==> src/rtl/irq_entry_pkg.sv <==
package irq_entry_pkg;

    localparam int WORD_W     = 32;
    localparam int PSW_ID_BIT = 5;
    localparam int PSW_EP_BIT = 6;
    localparam int SLOT_SHIFT = 4;

    typedef logic [WORD_W-1:0] word_t;

    typedef enum logic [2:0] {
        ST_IDLE,
        ST_PSW,
        ST_CAUSE,
        ST_STAT,
        ST_JUMP,
        ST_RET
    } seq_state_e;

    function automatic word_t entry_psw(input word_t psw);
        word_t r;
        r = psw;
        r[PSW_ID_BIT] = 1'b1;
        r[PSW_EP_BIT] = 1'b0;
        return r;
    endfunction

    function automatic word_t slot_addr(input word_t base, input word_t idx);
        return base + (idx << SLOT_SHIFT);
    endfunction

endpackage

==> src/rtl/irq_seq_fsm.sv <==
module irq_seq_fsm
    import irq_entry_pkg::*;
(
    input  logic       clk,
    input  logic       rst,
    input  logic       ack_valid,
    input  logic       ret_req,
    output seq_state_e state,
    output logic       accept,
    output logic       busy
);

    localparam int MAX_BUSY = 4;

    seq_state_e state_nx;

    assign busy   = (state != ST_IDLE);
    assign accept = (state == ST_IDLE) && ack_valid;

    always_comb begin
        state_nx = state;
        unique case (state)
            ST_IDLE:  if (ack_valid)    state_nx = ST_PSW;
                      else if (ret_req) state_nx = ST_RET;
            ST_PSW:   state_nx = ST_CAUSE;
            ST_CAUSE: state_nx = ST_STAT;
            ST_STAT:  state_nx = ST_JUMP;
            ST_JUMP:  state_nx = ST_IDLE;
            ST_RET:   state_nx = ST_IDLE;
            default:  state_nx = ST_IDLE;
        endcase
    end

    always_ff @(posedge clk) begin
        if (rst) state <= ST_IDLE;
        else     state <= state_nx;
    end

    // Busy-length watch: a window counter instead of a long $past chain.
    logic [2:0] busy_cnt;
    always_ff @(posedge clk) begin
        if (rst || !busy) busy_cnt <= '0;
        else              busy_cnt <= busy_cnt + 3'd1;
    end

    assert_busy_bound_R7: assert property (@(posedge clk) disable iff (rst)
        busy |-> (busy_cnt < 3'(MAX_BUSY)));

    assert_busy_after_ack_R2: assert property (@(posedge clk) disable iff (rst)
        (!busy && ack_valid) |=> busy);

endmodule

==> src/rtl/irq_save_regs.sv <==
module irq_save_regs
    import irq_entry_pkg::*;
#(
    parameter int SRC_W = 4
) (
    input  logic             clk,
    input  logic             rst,
    input  logic             accept,
    input  logic             psw_cap,
    input  logic [SRC_W-1:0] ack_src,
    input  word_t            cur_pc,
    input  word_t            cur_psw,
    output word_t            eipc,
    output word_t            eipsw,
    output logic [SRC_W-1:0] src_q
);

    always_ff @(posedge clk) begin
        if (rst) begin
            eipc  <= '0;
            src_q <= '0;
        end else if (accept) begin
            eipc  <= cur_pc;
            src_q <= ack_src;
        end
    end

    always_ff @(posedge clk) begin
        if (rst)          eipsw <= '0;
        else if (psw_cap) eipsw <= cur_psw;
    end

endmodule

==> src/rtl/irq_vec_gen.sv <==
module irq_vec_gen
    import irq_entry_pkg::*;
#(
    parameter int          SRC_W     = 4,
    parameter logic [15:0] CODE_BASE = 16'h0080,
    parameter word_t       VEC_BASE  = 32'h0000_1000
) (
    input  logic [SRC_W-1:0] src,
    input  logic [15:0]      cause_hi,
    output word_t            cause_word,
    output word_t            handler
);

    localparam int PAD_W = WORD_W - SRC_W;

    word_t idx;
    word_t code_full;

    assign idx        = {{PAD_W{1'b0}}, src};
    assign code_full  = slot_addr({16'h0000, CODE_BASE}, idx);
    assign cause_word = {cause_hi, code_full[15:0]};
    assign handler    = slot_addr(VEC_BASE, idx);

endmodule

==> src/rtl/irq_entry_seq.sv <==
module irq_entry_seq
    import irq_entry_pkg::*;
#(
    parameter int          SRC_W     = 4,
    parameter logic [15:0] CODE_BASE = 16'h0080,
    parameter logic [31:0] VEC_BASE  = 32'h0000_1000
) (
    input  logic             clk,
    input  logic             rst,
    input  logic             ack_valid,
    input  logic [SRC_W-1:0] ack_src,
    input  logic             ret_req,
    input  logic [31:0]      cur_pc,
    input  logic [31:0]      cur_psw,
    input  logic [15:0]      cause_hi,
    output logic [31:0]      eipc,
    output logic [31:0]      eipsw,
    output logic             busy,
    output logic             cause_we,
    output logic [31:0]      cause_wdata,
    output logic             psw_we,
    output logic [31:0]      psw_wdata,
    output logic             redir_valid,
    output logic [31:0]      redir_pc,
    output logic             ret_pulse
);

    seq_state_e       state;
    logic             accept;
    logic [SRC_W-1:0] src_q;
    word_t            cause_word;
    word_t            handler;

    irq_seq_fsm u_fsm (
        .clk       (clk),
        .rst       (rst),
        .ack_valid (ack_valid),
        .ret_req   (ret_req),
        .state     (state),
        .accept    (accept),
        .busy      (busy)
    );

    irq_save_regs #(.SRC_W(SRC_W)) u_save (
        .clk     (clk),
        .rst     (rst),
        .accept  (accept),
        .psw_cap (state == ST_PSW),
        .ack_src (ack_src),
        .cur_pc  (cur_pc),
        .cur_psw (cur_psw),
        .eipc    (eipc),
        .eipsw   (eipsw),
        .src_q   (src_q)
    );

    irq_vec_gen #(
        .SRC_W     (SRC_W),
        .CODE_BASE (CODE_BASE),
        .VEC_BASE  (VEC_BASE)
    ) u_vec (
        .src        (src_q),
        .cause_hi   (cause_hi),
        .cause_word (cause_word),
        .handler    (handler)
    );

    always_comb begin
        cause_we    = (state == ST_CAUSE);
        cause_wdata = cause_word;
        ret_pulse   = (state == ST_RET);
        psw_we      = (state == ST_STAT) || ret_pulse;
        psw_wdata   = ret_pulse ? eipsw : entry_psw(eipsw);
        redir_valid = (state == ST_JUMP) || ret_pulse;
        redir_pc    = ret_pulse ? eipc : handler;
    end

    assert_eipc_capture_R2: assert property (@(posedge clk) disable iff (rst)
        (!busy && ack_valid) |=> (eipc == $past(cur_pc)));

    assert_eipsw_capture_R3: assert property (@(posedge clk) disable iff (rst)
        (!busy && ack_valid) |=> ##1 (eipsw == $past(cur_psw)));

    assert_cause_then_psw_R4: assert property (@(posedge clk) disable iff (rst)
        cause_we |=> (psw_we && !ret_pulse && !cause_we));

    assert_entry_psw_bits_R5: assert property (@(posedge clk) disable iff (rst)
        (psw_we && !ret_pulse) |-> (psw_wdata[5] && !psw_wdata[6] &&
                                    (((psw_wdata ^ eipsw) & ~32'h0000_0060) == 32'h0)));

    assert_jump_then_idle_R6: assert property (@(posedge clk) disable iff (rst)
        (redir_valid && !ret_pulse) |=> !busy);

    assert_eipc_held_R7: assert property (@(posedge clk) disable iff (rst)
        busy |=> $stable(eipc));

    assert_ret_restore_R8: assert property (@(posedge clk) disable iff (rst)
        ret_pulse |-> (redir_valid && psw_we && redir_pc == eipc && psw_wdata == eipsw));

    assert_ack_wins_R9: assert property (@(posedge clk) disable iff (rst)
        (!busy && ack_valid && ret_req) |=> !ret_pulse);

    assert_strobes_onehot_R6: assert property (@(posedge clk) disable iff (rst)
        $onehot0({cause_we, psw_we & ~ret_pulse, redir_valid & ~ret_pulse, ret_pulse}));

endmodule

==> config.mk <==
export PLATFORM = sky130hd
export DESIGN_NAME = irq_entry_seq
export DESIGN_NICKNAME = d
export VERILOG_FILES = /design/src/rtl/irq_entry_pkg.sv /design/src/rtl/irq_seq_fsm.sv /design/src/rtl/irq_save_regs.sv /design/src/rtl/irq_vec_gen.sv /design/src/rtl/irq_entry_seq.sv
export SDC_FILE = /design/constraint.sdc
export NUM_CORES = 1
export LEC_CHECK = 0
export ABC_CLOCK_PERIOD_IN_PS = 3700
export BUFFER_PORTS_ARGS = -buffer_cell sky130_fd_sc_hd__buf_2
export CAP_MARGIN = 20
export CORE_AREA = 2 2 99 101
export CTS_CLUSTER_SIZE = 28
export DETAILED_ROUTE_END_ITERATION = 12
export DIE_AREA = 0 0 101 103
export GPL_TIMING_DRIVEN = 0
export PLACE_DENSITY = 0.8
export SETUP_SLACK_MARGIN = 0.2
export SYNTH_ARGS = -nofsm -noshare
export SYNTH_HDL_FRONTEND = slang
export SYNTH_SLANG_ARGS = --single-unit
==> constraint.sdc <==
create_clock -name clk -period 3.7 [get_ports clk]
set_input_delay 0 -clock clk [delete_from_list [all_inputs] [get_ports clk]]
set_output_delay 0 -clock clk [all_outputs]
set_load 0.05 [all_outputs]
* Word level (Yosys, flattened, before mapping) *
Index checks and enable logic that the tools add are counted.

cells by class
  $add $sub $neg = 2
  eq/ne operators = 6
  multiplexer cells = 5
  reduce and logical (&&, ||, !) cells = 5

operators by type and width
  operator                                                          number
  32-bit 2-to-1 mux                                                 1
  13-bit by 8-bit adder with 14-bit output (first input constant)   1
  3-bit case mux with 4 select lines                                1
  8-bit by 8-bit adder with 9-bit output (first input constant)     1
  7-bit 2-to-1 mux                                                  1
  3-bit by 2-bit == test with 1-bit output (second input constant)  2
  3-bit == test (second input constant)                             2
  3-bit 2-to-1 mux                                                  2
  3-bit by 1-bit == test with 1-bit output (second input constant)  1
  3-bit zero test                                                   1
  3-bit inequality test (second input constant)                     1
  3-bit nonzero test                                                1
  1-bit logical OR                                                  2
  1-bit logical AND                                                 1

storage, ports and cells
  bits in registers = 71
  input bits = 88
  output and inout bits = 165
  logic and storage cells = 22

* Longest topological paths before layout *
Gate-level depths: netlist (run 1).

  word-level depth = 3
  gate-level depth with buffers = 5

* By module *
From an unflattened synthesis (run 1), not the netlist that was laid out.

unflattened totals
  cell total of the unflattened synthesis = 374
  area total of the unflattened synthesis = 3865.0 sq um

modules (own cells, without submodules)
  module         times used  cells an instance  area an instance (sq um)  sequential area each (sq um)
  irq_save_regs  1           220                2461.1                    1361.3
  irq_entry_seq  1           75                 793.3                     0.0
  irq_vec_gen    1           66                 484.2                     0.0
  irq_seq_fsm    1           13                 126.4                     60.1

* Worst setup path before layout (run 1) *
Ideal clock, no wire load.

  path kind = flip-flop to output port
  start point = register u_fsm.state[2]
  end point = output psw_we
  arrival = 1734 ps
  slack = 1966 ps
  cell stages (with the launch flop) = 4
  path through = dfxtp_1 > buf_6 > nor2b_1 > o21a_1

on the way
  longest elaborated chain between the ends = 2

ends and longest elaborated chain
  item                                                                              RTL line                                  source
  start: declaration                                                                irq_seq_fsm.sv:8                          output seq_state_e state,
  start signal: assignment                                                          irq_seq_fsm.sv:36                         else state <= state_nx;
  3-bit by 2-bit == test with 1-bit output / 3-bit == test (equally long branches)  irq_entry_seq.sv:72, irq_entry_seq.sv:71
  1-bit logical OR (*)                                                              irq_entry_seq.sv:72                       psw_we = (state == ST_STAT) || ret_pulse;
  end: declaration                                                                  irq_entry_seq.sv:21                       output logic psw_we,

Mark *: on every way between the ends. The rest lies on a longest branch, timed or not.

* Worst setup path in the final report (run 1) *
  start point = register u_fsm.state[2]
  end point = output redir_pc[16]

on the way
  longest elaborated chain between the ends = 2

ends and longest elaborated chain
  item               RTL line             source
  3-bit == test      irq_entry_seq.sv:71  ret_pulse = (state == ST_RET);
  32-bit 2-to-1 mux  irq_entry_seq.sv:75  redir_pc = ret_pulse ? eipc : handler;
  end: declaration   irq_entry_seq.sv:24  output logic [31:0] redir_pc,

Every way passes these cells.

==> flow_metrics.env, run 1 <==
export IMPL_grt_max_degree=13
export IMPL_path_cells="buf_6, and3b_1, buf_2, clkbuf_1, and2_1, buf_2"
export IMPL_grt_pass1_vias=3760
export IMPL_netlist_area_sq_um=3964
export IMPL_worstMarginPinSlew_ps=513.2
export IMPL_critPathLaunchType="register"
export IMPL_io_pins=253
export IMPL_synth_top_area_share=0.3586
export IMPL_fin_crit_sh=0.5272
export IMPL_ys_types=25
export IMPL_cpPeakStageDelay_ps=330
export IMPL_vias=3821
export IMPL_core_area_sq_um=9459
export IMPL_cts_tree="yes"
export IMPL_cts_root_buffer="clkbuf_8"
export IMPL_via_per_inst=4.511
export IMPL_insertion_delay_ps=340
export IMPL_detail_route_iter0_violations=60
export IMPL_cts_clk_slew_worst_paths_ps=70
export IMPL_min_period_ps=1951
export IMPL_cp_slowest_cell="dfxtp_1"
export IMPL_die_w_um=101
export IMPL_syn_area_per_cell_sq_um=9.598
export IMPL_cpMostUsedCell="buf_2"
export IMPL_portBuffers=224
export IMPL_clock_path_buffers=2
export IMPL_finalClockSkew_ps=10.31
export IMPL_finalSetupViolCount=0
export IMPL_crit_buf_inv=4
export IMPL_ys_top_cells_by_area="dfxtp_1, nand2b_1, mux2i_1"
export IMPL_drv_cap=0
export IMPL_cts_made_buffers=9
export IMPL_grt_remaining_overflow=0
export IMPL_grtUsageTotal=0.2147
export IMPL_die_area_sq_um=10400
export IMPL_cts_repair_resized=0
export IMPL_area_delta_synth_final_pct=56.06
export IMPL_synth_ff_latch_count=71
export IMPL_fp_dieH_um=103
export IMPL_place_area_sq_um=5265
export IMPL_maxUsedRoutingLayer="met4"
export IMPL_stdcell_area_sq_um=6186
export IMPL_slew_viol_final=0
export IMPL_leakagePower_nw=3.161
export IMPL_ant_nets=0
export IMPL_grt_pass1_wl_um=17740
export IMPL_met1_length_um=4707
export IMPL_initial_utilization=0.4190
export IMPL_ys_warn_count=0
export IMPL_met3WireLength_um=682
export IMPL_postCtsHoldBufs=71
export IMPL_critPathKind="reg -> out"
export IMPL_cp_end_kind="output port"
export IMPL_required_ps=3700
export IMPL_postCtsSetupBuffers=0
export IMPL_finalNetCount=817
export IMPL_ctsHtreeMaxLevel=3
export IMPL_syn_inst=413
export IMPL_finalHoldViolations=0
export IMPL_clock_sinks=71
export IMPL_grt_antenna_before_repair=0
export IMPL_ys_seq_area_frac=0.3586
export IMPL_pwr_density_cell_nw_per_um2=417.0
export IMPL_drive_above_1_share=0.4352
export IMPL_drc=0
export IMPL_dp_hpwl_um=8022
export IMPL_rows=36
export IMPL_dp_cells=761
export IMPL_first_pass_iters=4
export IMPL_fmax_mhz=512.6
export IMPL_status="finished, final reports clean"
export IMPL_worstHoldPathType="in -> reg"
export IMPL_wirelength_um=11720
export IMPL_rsz0062_at_grt="no"
export IMPL_layout_cells_non_filler=847
export IMPL_crit_fanout=10
export IMPL_critPathTopFamily="buffers and inverters"
export IMPL_relSlewSlack=0.6578
export IMPL_antenna_cells=0
export IMPL_wl_met2_um=6192
export IMPL_p_total_w=0.002580
export IMPL_setup_tns_final_ps=0
export IMPL_wl_per_cell_um=13.84
export IMPL_globalplace_congestion=0.7200
export IMPL_yosysTopAreaCell="dfxtp_1"
export IMPL_ir_drop_uv=250.2
export IMPL_worstPathArrival_ps=1950
## cell usage after synthesis, drive strengths merged
| cell | instances |
|---|---|
| nor2b | 2 |
| mux2i | 68 |
| xnor2 | 1 |
| nand2 | 1 |
| clkbuf | 16 |
| o21a | 1 |
| dfxtp | 71 |
| inv | 1 |
| a211oi | 1 |
| conb | 1 |
| and2 | 28 |
| buf | 71 |
| mux2 | 4 |
| nor4 | 1 |
| or3 | 1 |
| nor3 | 2 |
| nor3b | 2 |
| nor4b | 1 |
| and3b | 1 |
| nand2b | 138 |
| or4b | 1 |
## per-stage QoR
stage	setup WS, ps	hold WS (ps)	utilization
6_report	1749	170.7	0.6540
5_1_grt	1601	198.8	0.6540
4_1_cts	1727	155.6	0.6540
3_5_place_dp	2115	268.3	0.5566
3_3_place_gp	2116	264.0	0.5566
2_1_floorplan	1966	155.3	-
## placed cells by master (no fill, tap or decap)
| cell type | synthesis | layout |
|---|---|---|
| buf_4 | 60 | 60 |
| nor3b_1 | 1 | 1 |
| or3_2 | 1 | 1 |
| o21a_1 | 1 | 1 |
| clkinvlp_4 | 0 | 1 |
| and2_1 | 28 | 28 |
| nand2b_1 | 138 | 138 |
| clkbuf_8 | 0 | 9 |
| buf_6 | 4 | 4 |
| inv_1 | 1 | 1 |
| mux2_2 | 4 | 4 |
| dlygate4sd3_1 | 0 | 71 |
| dfxtp_1 | 71 | 71 |
| clkinv_4 | 0 | 1 |
| mux2i_1 | 68 | 68 |
| nand2_1 | 1 | 1 |
| conb_1 | 1 | 11 |
| and3b_1 | 1 | 1 |
| or4b_4 | 1 | 1 |
| buf_12 | 3 | 3 |
| nor3_1 | 2 | 2 |
| a211oi_2 | 1 | 1 |
| nor4b_4 | 1 | 1 |
| bufinv_16 | 0 | 2 |
| nor2b_1 | 2 | 2 |
| buf_2 | 4 | 228 |
| nor4_1 | 1 | 1 |
| xnor2_1 | 1 | 1 |
| clkinv_2 | 0 | 2 |
| nor3b_2 | 1 | 1 |
| clkbuf_1 | 16 | 16 |
## routing by layer
| layer | track usage | up-vias |
|---|---|---|
| met5 | 0 | - |
| met4 | 0.07484 | 0 |
| met3 | 0.03729 | 14 |
| met2 | 0.4113 | 157 |
| met1 | 0.2385 | 1778 |
| li1 | - | 1872 |
## power breakdown
part | internal, W | switching, W | total, W
sequential | 0.000838 | 0.0000561 | 0.000894
clock | 0.000375 | 0.000291 | 0.000666
combinational | 0.000358 | 0.000663 | 0.00102
total | 0.00157 | 0.00101 | 0.00258
## cells by family after synthesis
kind of cell,count (synthesis),share of synthesized area
muxes,72,0.1831
and+or+nand+nor,178,0.2888
other,1,0.0009461
AOI/OAI and AO/OA,2,0.005051
buffers and inverters,88,0.1613
DFF,71,0.3586
xor gates and xnor gates,1,0.002210
## sequential cells by signal, summed over array words and instances, names as in the netlist
name and cells:
u_fsm.state 3, u_save.eipc 32, u_save.eipsw 32, u_save.src_q 4
## path summary, 6_finish.rpt
path / to / cells past startpoint / slack (ps) / from
worst min-delay path: u_fsm.state[2] / 2 / 170 / rst
worst max-delay path: redir_pc[16] / 6 / 1750 / u_fsm.state[2]
worst min register to register: u_save.eipc[28] / 2 / 490 / u_save.eipc[28]
worst max register to register: u_save.eipsw[14] / 5 / 2310 / u_fsm.state[0]
## layout make-up
cell class                 instances  area (sq um)
fill                             763          3273
multi-input combinational        264          1941
timing repair buffer             295          1832
sequential                        71          1421
buffer                            87         635.6
tap                              114         142.6
clock buffer                       9         123.9
clock inverter                     6         86.33
inverter                           1         3.754
Note: power is estimated with default switching activity, not from simulation.
==> run 2: changes to the inputs <==
ABC_CLOCK_PERIOD_IN_PS = 2000   (was 3700)
CORE_AREA = not set   (was 2 2 99 101)
CORE_MARGIN = 2   (was not set)
CORE_UTILIZATION = 43   (was not set)
DIE_AREA = not set   (was 0 0 101 103)
PLACE_DENSITY = 0.81   (was 0.8)
clock period = 2 ns   (was 3.7 ns; I/O delays follow)
==> run 2 against run 1 <==
Compared with the run above: via count shrank 0.10%; global-route usage grew 1.1 points; sequential cell count is the same; critical path depth is the same; clock skew is essentially flat; register-to-register slack lost 1700 ps; final cell count shrank 0.35%; combinational power grew 85%; wire length is essentially flat; critical path type unchanged; largest power group unchanged.
==> flow_metrics.env, run 2 (same netlist as run 1, synthesis figures left out) <==
export IMPL_status="finished, final reports clean"
export IMPL_fin_crit_sh=0.8741
export IMPL_r2r_end="u_save.eipc[25]"
export IMPL_fp_dieH_um=100.0
export IMPL_rows=35
export IMPL_stdcell_area_sq_um=6260
export IMPL_detail_route_iter0_violations=60
export IMPL_insertion_delay_ps=340
export IMPL_finalCoreUtilization=0.6872
export IMPL_finalSetupViolCount=0
export IMPL_finalClockSkew_ps=9.891
export IMPL_share_comb_of_total_power=0.394
export IMPL_worstHoldPathType="in -> reg"
export IMPL_leakagePower_nw=3.142
export IMPL_drive_above_1_share=0.4366
export IMPL_hold_depth=2
export IMPL_critPathKind="reg -> out"
export IMPL_p_int_w=0.002912
export IMPL_finalNetCount=816
export IMPL_via_per_inst=4.523
export IMPL_initial_utilization=0.4352
export IMPL_dp_cells=758
export IMPL_cts_tree="yes"
export IMPL_cts_clk_slew_worst_paths_ps=70
export IMPL_power_frac_seq=0.345
export IMPL_layout_cells_non_filler=844
export IMPL_clkPwrFrac=0.261
export IMPL_clock_sinks=71
export IMPL_core_area_sq_um=9109
export IMPL_die_w_um=100.0
export IMPL_setup_tns_final_ps=0
export IMPL_sw_frac_of_total=0.3931
export IMPL_crit_fanout=10
export IMPL_postCtsSetupBuffers=0
export IMPL_ant_nets=0
export IMPL_dp_hpwl_um=8079
export IMPL_final_common_cell="buf_2"
export IMPL_critPathLaunch="u_fsm.state[2]"
export IMPL_wirelength_um=11730
export IMPL_finalHoldViolations=0
export IMPL_cts_made_buffers=9
export IMPL_die_area_sq_um=10000
export IMPL_min_period_ps=1748
export IMPL_reg_largest_list="u_save.eipc x32, u_save.eipsw x32, u_save.src_q x4"
export IMPL_vias=3817
export IMPL_grt_pass1_vias=3782
export IMPL_grt_max_degree=13
export IMPL_required_ps=2000
export IMPL_rr_worst_depth=5
export IMPL_p_sw_w=0.001886
export IMPL_first_pass_iters=4
export IMPL_fmax_mhz=572.0
export IMPL_reg2reg_setup_slack_ps=620
export IMPL_setup_worst_path_end="redir_pc[29]"
export IMPL_portBuffers=224
export IMPL_rsz0062_at_grt="yes"
export IMPL_clock_path_buffers=2
export IMPL_r2r_start="u_fsm.state[2]"
export IMPL_ir_drop_uv=572.6
export IMPL_worstPathArrival_ps=1750
export IMPL_ctsHtreeMaxLevel=3
export IMPL_io_pins=253
export IMPL_grtUsageTotal=0.2261
export IMPL_area_delta_synth_final_pct=57.92
export IMPL_antenna_cells=0
export IMPL_drv_cap=0
export IMPL_cp_end_kind="output port"
export IMPL_critPathLaunchType="register"
export IMPL_globalplace_congestion=0.7633
export IMPL_grt_pass1_wl_um=18060
export IMPL_mostFrequentLayoutCells="buf_2, nand2b_1, dfxtp_1"
export IMPL_place_area_sq_um=5261
export IMPL_pwr_density_cell_nw_per_um2=766.4
export IMPL_wl_per_cell_um=13.89
export IMPL_cts_root_buffer="clkbuf_8"
export IMPL_grt_antenna_before_repair=0
export IMPL_grt_remaining_overflow=0
export IMPL_drc=0
export IMPL_slew_viol_final=0
[run 2: how the worst min path moves through the flow]
stage,start,end,slack [ps]
after floorplan,cur_pc[14],u_save.eipc[14],160
after global placement,cur_psw[28],u_save.eipsw[28],260
after detailed placement,cur_psw[13],u_save.eipsw[13],270
after CTS,rst,u_fsm.state[2],80
after global routing,rst,u_fsm.state[2],100
final,rst,u_fsm.state[2],80
[run 2: layout make-up]
cell class,count,area (sq um)
Clock inverter,6,85.08
Clock buffer,10,127.6
Sequential cell,71,1421
Multi-Input combinational cell,264,1941
Inverter,1,3.754
Fill cell,715,2849
Timing Repair Buffer,294,1894
Tap cell,111,138.9
Buffer,87,648.1
[run 2: per-stage QoR]
| step | power, W | hold WS (ps) | setup WS [ps] |
|---|---|---|---|
| after floorplan | 0.003069 | 155.3 | 265.9 |
| after global placement | 0.003428 | 262.1 | 369.5 |
| after detailed placement | 0.003455 | 269.3 | 370.1 |
| after CTS | 0.004809 | 77.90 | 201.9 |
| after global routing | 0.005010 | 96.31 | 155.6 |
| final | 0.004797 | 80.07 | 251.9 |
[run 2: layer usage]
layer  routed length [um]  vias to the layer above  GRT usage  part of all wire
li1                     -                     1874          -                 -
met1                 4570                     1745     0.2518              0.39
met2                 6102                      174     0.4241              0.52
met3                  785                       24    0.05084             0.067
met4                  267                        0    0.07376             0.023
met5                    0                        -          0                 0
[run 2: what timing repair did]
| action | CTS | global route |
|---|---|---|
| setup endpoints to repair | 33 | 30 |
| gates cloned | 0 | 0 |
| resized for setup | 10 | 27 |
| hold buffers | 70 | 0 |
| hold endpoints to repair | 70 | 0 |
[run 2: worst max-delay path: stages, from the launching register on]
cell	delay, ps
dfxtp_1	330
buf_6	140
and3b_1	180
buf_6	150
buf_4	210
and2_1	170
clkbuf_4	240
[run 2: power groups by stage]
stage               combinational, W  sequential [W]  clock [W]
floorplan                   0.000964         0.00210          0
CTS                          0.00188         0.00165    0.00127
detailed placement           0.00177         0.00168          0
global route                 0.00198         0.00167    0.00136
global placement             0.00175         0.00168          0
finish                       0.00189         0.00165    0.00125
==> run 3: changes to the inputs <==
ABC_CLOCK_PERIOD_IN_PS = 1970   (was 2000)
clock period = 1.97 ns   (was 2 ns; I/O delays follow)
==> run 3 against run 2 <==
Compared with the run above: via count increased by 0.34%; sequential power hardly changed; critical path type unchanged; largest cell class unchanged; combinational power about the same.
==> flow_metrics.env, run 3 (same netlist as run 1, synthesis figures left out) <==
export IMPL_reg2reg_setup_slack_ps=590
export IMPL_grt_pass1_wl_um=18260
export IMPL_final_common_cell="buf_2"
export IMPL_cts_made_buffers=9
export IMPL_holdPathEnd="u_fsm.state[2]"
export IMPL_fmax_mhz=593.7
export IMPL_drive_above_1_share=0.4366
export IMPL_finalSetupViolCount=0
export IMPL_area_delta_synth_final_pct=58.30
export IMPL_drc=0
export IMPL_initial_utilization=0.4352
export IMPL_required_ps=1970
export IMPL_via_per_inst=4.538
export IMPL_wl_per_cell_um=13.87
export IMPL_drv_cap=0
export IMPL_cts_clk_slew_worst_paths_ps=70
export IMPL_portBuffers=224
export IMPL_die_w_um=100.0
export IMPL_clock_path_buffers=2
export IMPL_layout_cells_non_filler=844
export IMPL_io_pins=253
export IMPL_finalNetCount=816
export IMPL_rsz0062_at_grt="no"
export IMPL_worstHoldStart="rst"
export IMPL_worstPathArrival_ps=1680
export IMPL_insertion_delay_ps=340
export IMPL_cts_tree="yes"
export IMPL_dp_hpwl_um=8079
export IMPL_hold_depth=2
export IMPL_ant_nets=0
export IMPL_first_pass_iters=4
export IMPL_vias=3830
export IMPL_cp_end_kind="output port"
export IMPL_grt_pass1_vias=3833
export IMPL_pwr_density_cell_nw_per_um2=776.2
export IMPL_rr_worst_depth=5
export IMPL_fp_dieH_um=100.0
export IMPL_antenna_cells=0
export IMPL_critPathLaunchType="register"
export IMPL_grtUsageTotal=0.2282
export IMPL_crit_fanout=10
export IMPL_min_period_ps=1684
export IMPL_finalClockSkew_ps=10.66
export IMPL_worstHoldPathType="in -> reg"
export IMPL_dp_cells=758
export IMPL_mostFrequentLayoutCells="buf_2, nand2b_1, buf_4"
export IMPL_grt_remaining_overflow=0
export IMPL_clock_sinks=71
export IMPL_globalplace_congestion=0.7633
export IMPL_finalHoldViolations=0
export IMPL_setup_tns_final_ps=0
export IMPL_critPathKind="reg -> out"
export IMPL_detail_route_iter0_violations=64
export IMPL_cts_root_buffer="clkbuf_8"
export IMPL_core_area_sq_um=9109
export IMPL_ir_drop_uv=579.8
export IMPL_fin_crit_sh=0.8550
export IMPL_wirelength_um=11710
export IMPL_r2r_end="u_save.eipc[25]"
export IMPL_ctsHtreeMaxLevel=3
export IMPL_grt_max_degree=13
export IMPL_r2r_start="u_fsm.state[2]"
export IMPL_grt_antenna_before_repair=0
export IMPL_reg_largest_list="u_save.eipc x32, u_save.eipsw x32, u_save.src_q x4"
export IMPL_status="finished, final reports clean"
export IMPL_leakagePower_nw=3.155
export IMPL_rows=35
export IMPL_slew_viol_final=0
export IMPL_die_area_sq_um=10000
## run 3: cell types whose count changed in the layout (fill, tap and decap cells not counted), sizes merged
cell | before | now
clkbuf | 46 | 26
buf | 275 | 295
## run 3: per-layer routing
layer  vias up  global-route usage  wire, um
met5         -                   0         0
met4         0             0.07798       268
met3        24             0.05223       775
met2       185              0.4262      6088
li1       1876                   -         -
met1      1745              0.2536      4575
## run 3: how the worst max path moves through the flow
stage / startpoint / to / cells after the start
final: u_fsm.state[2] / redir_pc[5] / 5
after global routing: u_fsm.state[2] / redir_pc[15] / 6
after CTS: u_fsm.state[2] / redir_pc[31] / 6
after detailed placement: u_fsm.state[2] / psw_wdata[6] / 6
after global placement: u_fsm.state[2] / redir_pc[31] / 6
after floorplan: u_fsm.state[2] / psw_we / 3
## run 3: stage by stage
step           power [W]  area [sq um]  utilization  setup slack (ps)  hold slack (ps)
2_1_floorplan   0.003115          4001            -             235.9            155.3
3_3_place_gp    0.003480          5261       0.5776             339.5            262.1
3_5_place_dp    0.003507          5261       0.5776             340.1            269.3
4_1_cts         0.004884          6251       0.6863             206.5            77.90
5_1_grt         0.005090          6275       0.6889             201.1            96.31
6_report        0.004871          6275       0.6889             285.6            69.13
## run 3: where the power goes
group	switching (W)	internal (W)
clock network	0.000561	0.000709
logic	0.00124	0.000677
registers	0.000106	0.00157
total	0.00191	0.00296
## run 3: what timing repair did
item / CTS / global route
resized for setup: 31 / 13
gates cloned: 0 / 0
setup buffers: 0 / 0
setup endpoints to repair: 34 / 33
hold endpoints to repair: 70 / 0
hold buffers: 70 / 0
pin swaps: 0 / 0
## run 3: final cells by class
cell class | instances | area, sq um
fillers | 716 | 2834
multi-input cells | 264 | 1941
repair buffers | 294 | 1903
flip-flops and latches | 71 | 1421
plain buffers | 87 | 654.4
well taps | 111 | 138.9
clock buffers | 10 | 127.6
clock inverters | 6 | 85.08
inverters | 1 | 3.754
## run 3: worst max-delay path: stages (launching register included)
cell     delay (ps)
dfxtp_1         320
buf_6           140
and3b_1         180
buf_6           160
mux2_2          360
buf_4           190
